===== src/rtl/xlat_walker.sv =====
module xlat_walker (
  input  logic        clk,
  input  logic        rst_n,
  input  logic        req_valid,
  input  logic [31:0] req_va,
  input  logic [31:0] req_base,
  output logic        ready,
  output logic        mem_req,
  output logic [31:0] mem_addr,
  input  logic        mem_rsp_valid,
  input  logic [31:0] mem_rsp_data,
  input  logic        mem_rsp_err,
  output logic        done,
  output logic        fault,
  output logic        fault_l2,
  output logic        abort,
  output logic [31:0] pa,
  output logic [1:0]  page_size,
  output logic [3:0]  domain,
  output logic [31:0] desc
);
  typedef enum logic [1:0] {S_IDLE, S_L1, S_L2} st_t;

  st_t         st;
  logic [31:0] va_q;
  logic [17:0] base_q;
  logic [31:0] l2_addr_q;
  logic [3:0]  dom_q;
  logic [31:0] d;
  logic [31:0] l2_pa;
  logic        unused_bits;

  assign unused_bits = &{1'b0, req_base[13:0]};
  assign d        = mem_rsp_data;
  assign ready    = (st == S_IDLE);
  assign mem_req  = (st != S_IDLE);
  assign mem_addr = (st == S_L2) ? l2_addr_q : {base_q, va_q[31:20], 2'b00};

  always_comb begin
    case (d[1:0])
      2'b01:   l2_pa = {d[31:16], va_q[15:0]};
      2'b10:   l2_pa = {d[31:12], va_q[11:0]};
      default: l2_pa = {d[31:10], va_q[9:0]};
    endcase
  end

  always_ff @(posedge clk or negedge rst_n) begin
    if (!rst_n) begin
      st <= S_IDLE;
      va_q <= '0; base_q <= '0; l2_addr_q <= '0; dom_q <= '0;
      done <= 1'b0; fault <= 1'b0; fault_l2 <= 1'b0; abort <= 1'b0;
      pa <= '0; page_size <= '0; domain <= '0; desc <= '0;
    end else begin
      done <= 1'b0;
      case (st)
        S_IDLE: if (req_valid) begin
          va_q   <= req_va;
          base_q <= req_base[31:14];
          st     <= S_L1;
        end
        S_L1: if (mem_rsp_valid) begin
          if (mem_rsp_err) begin
            st <= S_IDLE; done <= 1'b1;
            abort <= 1'b1; fault <= 1'b0; fault_l2 <= 1'b0;
            pa <= '0; page_size <= '0; domain <= '0; desc <= d;
          end else begin
            case (d[1:0])
              2'b00: begin
                st <= S_IDLE; done <= 1'b1;
                abort <= 1'b0; fault <= 1'b1; fault_l2 <= 1'b0;
                pa <= '0; page_size <= '0; domain <= '0; desc <= d;
              end
              2'b10: begin
                st <= S_IDLE; done <= 1'b1;
                abort <= 1'b0; fault <= 1'b0; fault_l2 <= 1'b0;
                pa <= {d[31:20], va_q[19:0]}; page_size <= 2'b00;
                domain <= d[8:5]; desc <= d;
              end
              2'b01: begin
                st <= S_L2; dom_q <= d[8:5];
                l2_addr_q <= {d[31:10], va_q[19:12], 2'b00};
              end
              default: begin
                st <= S_L2; dom_q <= d[8:5];
                l2_addr_q <= {d[31:12], va_q[19:10], 2'b00};
              end
            endcase
          end
        end
        S_L2: if (mem_rsp_valid) begin
          st <= S_IDLE; done <= 1'b1;
          fault_l2 <= 1'b1; domain <= dom_q; desc <= d;
          if (mem_rsp_err) begin
            abort <= 1'b1; fault <= 1'b0; pa <= '0; page_size <= '0;
          end else if (d[1:0] == 2'b00) begin
            abort <= 1'b0; fault <= 1'b1; pa <= '0; page_size <= '0;
          end else begin
            abort <= 1'b0; fault <= 1'b0; pa <= l2_pa; page_size <= d[1:0];
          end
        end
        default: st <= S_IDLE;
      endcase
    end
  end
endmodule



===== config.mk =====
export PLATFORM = sky130hd
export DESIGN_NAME = xlat_walker
export DESIGN_NICKNAME = d
export VERILOG_FILES = /design/src/rtl/xlat_walker.sv
export SDC_FILE = /design/constraint.sdc
export NUM_CORES = 1
export LEC_CHECK = 0
export BUFFER_PORTS_ARGS = -buffer_cell sky130_fd_sc_hd__buf_4
export CORE_MARGIN = 5
export CORE_UTILIZATION = 48
export CTS_BUF_LIST = sky130_fd_sc_hd__clkbuf_4
export CTS_CLUSTER_DIAMETER = 200
export DETAILED_ROUTE_END_ITERATION = 16
export PLACE_DENSITY = 0.79
export SLEW_MARGIN = 5
export SYNTH_ARGS = -nofsm -noshare
export SYNTH_HDL_FRONTEND = slang
export SYNTH_SLANG_ARGS = --single-unit

===== constraint.sdc =====
create_clock -name clk -period 1.67 [get_ports clk]
set_input_delay 0.334 -clock clk [delete_from_list [all_inputs] [get_ports clk]]
set_output_delay 0.334 -clock clk [all_outputs]
set_load 0.01 [all_outputs]

# ---- After elaboration in Yosys (flattened, before gate mapping)
# Index checks and enable logic that the tools add are counted.
dict set report totals {
  register_bits 162
  latchBits 0
  mem_bits_rw 0
  rom_bits 0
  out_inout_bits 108
  n_memories 0
}
dict set report op_classes {
  n_addsub 0
  n_mul 0
  n_div 0
  n_lt_le_gt_ge 0
  n_eq_ne 9
  shifts 0
  mux 55
  bitwise_logic 2
  reduce_logical 10
}
# cell count
set ops {}
lappend ops {{32-bit two-way mux} 10}
lappend ops {{32-bit one-hot mux with 2 select lines} 4}
lappend ops {{16-bit one-hot mux with 2 select lines} 1}
lappend ops {{2-bit two-way mux} 11}
lappend ops {{1-bit two-way mux} 17}
lappend ops {{4-bit one-hot mux with 2 select lines} 2}
lappend ops {{4-bit two-way mux} 3}
lappend ops {{4-bit AND reduction} 3}
lappend ops {{1-bit one-hot mux with 2 select lines} 5}
lappend ops {{2-bit != test, second input constant} 3}
lappend ops {{2-bit one-hot mux with 3 select lines} 1}
lappend ops {{2-bit by 1-bit equality test with 1-bit output, second input constant} 2}
lappend ops {{2-bit equality test, second input constant} 2}
lappend ops {{2-bit logical NOT} 2}
lappend ops {{4-bit != test, second input constant} 1}
lappend ops {{2-bit one-hot mux with 2 select lines} 1}
lappend ops {{2-bit nonzero test} 2}
lappend ops {{3-bit != test, second input constant} 1}
lappend ops {{3-bit AND reduction} 1}
lappend ops {{1-bit inverter} 2}
lappend ops {{2-bit AND reduction} 1}
lappend ops {{2-bit OR reduction} 1}

# ---- Logic depth before layout (Yosys ltp)
dict set report logic_depth {
  depth_word 6
  mapped_depth 8
}

# ---- Least setup slack after synthesis
# Ideal clock, no wire load.
dict set report synth_path {
  path_type {reg2out}
  startpoint {register st[0]}
  endpoint {output port mem_addr[13]}
  arrival_ps 1532
  required_time_ps 1336
  slack_ps -196
  path_stages_with_launch 6
  cell_sequence {dfrtp_1 inv_1 ha_1 buf_2 clkbuf_1 mux2_2}
}
dict set report synth_between {
  elab_chain_len 2
}
# item line
set synth_lines {}
lappend synth_lines {{from (decl)} 24} ;# st_t st;
lappend synth_lines {{from (signal assigned)} 49} ;# st <= S_IDLE;
lappend synth_lines {{from (signal assigned)} 59} ;# st <= S_L1;
lappend synth_lines {{from (signal assigned)} 63} ;# st <= S_IDLE; done <= 1'b1;
lappend synth_lines {{2-bit equality test} 37} ;# assign mem_addr = (st == S_L2) ? l2_addr_q : {base_q, va_q[31:20], 2'b00};
lappend synth_lines {{32-bit two-way mux} 37}
lappend synth_lines {{to (decl)} 9} ;# output logic [31:0] mem_addr,
# Every way passes these cells.

# ---- Worst setup path in the final report
dict set report layout_path {
  startpoint {register st[0]}
  endpoint {output port mem_addr[11]}
}
# The elaborated chain is that of the path after synthesis.

==> impl_metrics.csv <==
group,metric,value,unit
outcome,status,"complete, but fails checks",
outcome,violations,"setup timing",
clock_tree,htree_levels,4,
synth,yosysMostFrequentCell,"dfrtp_1",
synth,synth-edff-count,0,
sta,max_slew_margin,54.94,%
detailed_routing,drc,0,
setup_path,crit_required,1.34,ns
cells_and_area,nets,954,
sta,fin_skew,0.02568,ns
cells_and_area,fillCellCount,691,
worst_hold_path,min_from,"mem_rsp_data[17]",
synth,ys.flop_type,"dfrtp_1",
placement,dpl.hpwl,13010,µm
sta,post-route-min-period,2.403,ns
global_route,grt-ovfl-total,0,
synth,synth_top_area_cell,"dfrtp_1",
sta,holdWs,0.06882,ns
placement,place_congestion,0.8328,
clock_tree,cts.sinks,160,
global_route,grt_max_degree,50,
worst_hold_path,hp-class,"in2reg",
synth,ys_seq_elements,160,
die,dieWidth,128.8,µm
sta,max_freq,0.4161,GHz
placement,dp_slack,-0.5465,ns
synth,synthCells,486,
clock_tree,cts_inserted_buffers,17,
setup_path,worstPathArrival,2.07,ns
detailed_routing,postRouteAntennaNets,0,
synth,synthTopCellsByArea,"dfrtp_1 (59%), mux2_2 (22%), a22o_1 (3.0%)",
synth,synth_warnings,0,
die,ios,209,
sta,rsz0062_at_grt,"true",
die,die_y,128.8,µm
sta,worstMarginPinSlew,0.6734,ns
global_route,grt_first_pass_wirelength,33520,µm
detailed_routing,wl_met1,9384,µm
detailed_routing,wl_met3,2347,µm
power_and_ir_drop,ir_drop,0.001109,V
sta,finalMaxSlewViolations,0,
setup_path,worstSetupStartpointType,"flip-flop",
detailed_routing,first_iter_violations,563,
clock_tree,cts_buffer_depth,2,
global_route,grt_pass1_vias,6134,
synth,yosys.area.top_type_share,59.14,%
detailed_routing,dr.pass1.iters,6,
clock_tree,cts_tree,"done",
synth,synthArstFlopShare,100.0,%
die,coreArea,13880,µm²
clock_tree,cts_root_buffer,"clkbuf_4",
power_and_ir_drop,power.density,1934,nW/µm²
power_and_ir_drop,p_leak,0.005541,µW
global_route,grt_usage,26.51,%
sta,finalSetupViolations,191,
clock_tree,worstSkewPairLatency,0.55,ns
cells_and_area,multi_input_comb_area,3229,µm²
worst_hold_path,hold-path-endpoint,"l2_addr_q[17]",
setup_path,rr_worst_depth,12,
clock_tree,path_clk_slew,0.14,ns
synth,synth_common_cells,"dfrtp_1 (160), mux2_2 (134), nand2_1 (34)",
detailed_routing,wl_met2,13240,µm
detailed_routing,top_layer_used,"met4",
setup_path,cp-end-kind,"output pin",
cells_and_area,regArea,4004,µm²
placement,place_area,8727,µm²
cells_and_area,area_delta_synth_final,66.81,%
detailed_routing,vias,5997,
synth,seq_area_frac_synth,59.14,%
cells_and_area,drive_gt1_share,59.56,%
global_route,antenna_found_initial,1,
sta,hold_violations,0,
sta,fin_crit_sh,143.9,%
die,placementRows,43,
setup_path,r2r_slack,-0.66,ns
detailed_routing,wirelength,26100,µm
setup_path,r2r-start,"st[0]",
worst_hold_path,hold_depth,2,
die,initial_utilization,48.77,%
synth,synth_cell_type_count,37,
detailed_routing,avgViaCountPerCell,5.772,
die,die_area,16580,µm²
detailed_routing,detail_route.wl_per_cell,25.12,µm
placement,port_buffers,192,
sta,layout_setup_ws,-0.7335,ns
setup_path,r2r_end,"desc[13]",
setup_path,critPathMaxFanout,9,
synth,synth_area,6770,µm²
synth,syn_avg_cell_area,13.93,µm²
setup_path,worstSetupPathType,"reg2out",
cells_and_area,fin_area,11290,µm²
run,drv_cap,0,
==> worst max path at each step <==
stage | to | slack (ns) | cells after the start | startpoint
floorplan | desc[10] | -0.04 | 6 | st[1]
global placement | pa[21] | -0.43 | 6 | st[0]
detailed placement | pa[6] | -0.55 | 6 | st[0]
CTS | mem_addr[19] | -0.70 | 6 | st[0]
global route | mem_addr[16] | -0.80 | 6 | st[0]
finish | mem_addr[11] | -0.73 | 6 | st[0]
==> state kept, by name, indices dropped and copies added (netlist names), 2 cells and up <==
signal / cells
desc: 32
pa: 32
l2_addr_q: 30
dom_q: 4
base_q: 18
domain: 4
page_size: 2
va_q: 32
st: 2
==> layer usage <==
layer	vias up	global-route usage, %
met5	-	0
met4	0	10.62
met3	104	7.347
met2	395	45.52
met1	3025	31.59
li1	2473	-
==> cells in the final DEF, fill, tap and decap left out, drive strengths merged, types with 8 or more instances in the layout <==
cell,n
buf,283
dfrtp,160
mux2,136
dlygate4sd3,77
nand2,34
clkbuf,27
a22o,23
o21ai,20
mux2i,10
nor2,10
clkinv,9
ha,8
==> worst max-delay path, cell delays in order (launching register included) <==
cell	delay, ns
dfrtp_1	0.43
inv_2	0.08
buf_6	0.11
ha_4	0.21
buf_6	0.19
mux2_2	0.36
buf_4	0.15
==> power by group <==
group          switching, µW  internal, µW
clock network           1360           919
logic                   5160          7240
registers               1440          5730
==> logic make-up (layout without fill, tap and decap cells) <==
family / after synthesis / in the layout / synth area share (%)
buffers and inverters: 37 / 406 / 2.680
AO/OA/AOI/OAI: 73 / 73 / 8.354
flip-flops: 160 / 160 / 59.14
AND/OR/NAND/NOR: 61 / 63 / 4.195
multiplexers: 146 / 146 / 24.10
adder cells (fa/ha/maj): 8 / 8 / 1.479
other: 1 / 3 / 0.05539
==> what timing repair did <==
action | 4_1_cts | 5_1_grt
resized for setup | 113 | 143
hold buffers | 76 | 1
cloned | 7 | 11
setup endpoints to repair | 141 | 171
setup buffers | 33 | 20
pin swaps | 24 | 18
endpoints found under the hold margin | 148 | 1
==> through the flow <==
stage	instances	utilization, %	setup TNS [ns]	power [µW]
floorplan	487	-	-1.732	11140
global placement	871	62.87	-30.91	14610
detailed placement	871	62.87	-40.41	14990
CTS	1018	75.97	-64.61	18840
global route	1039	81.36	-95.55	22700
finish	1039	81.36	-88.43	21840
==> area by class of cell <==
cell class              instances  share of cell area (%)
diodes                          1                 0.02216
clock buffers                  20                   1.329
clock inverters                12                   1.053
inverters                       7                  0.2991
multi-input cells             292                   28.60
flip-flops and latches        160                   35.45
well taps                     180                   1.994
repair buffers                367                   31.25
Power figures use the tool's default switching activity.
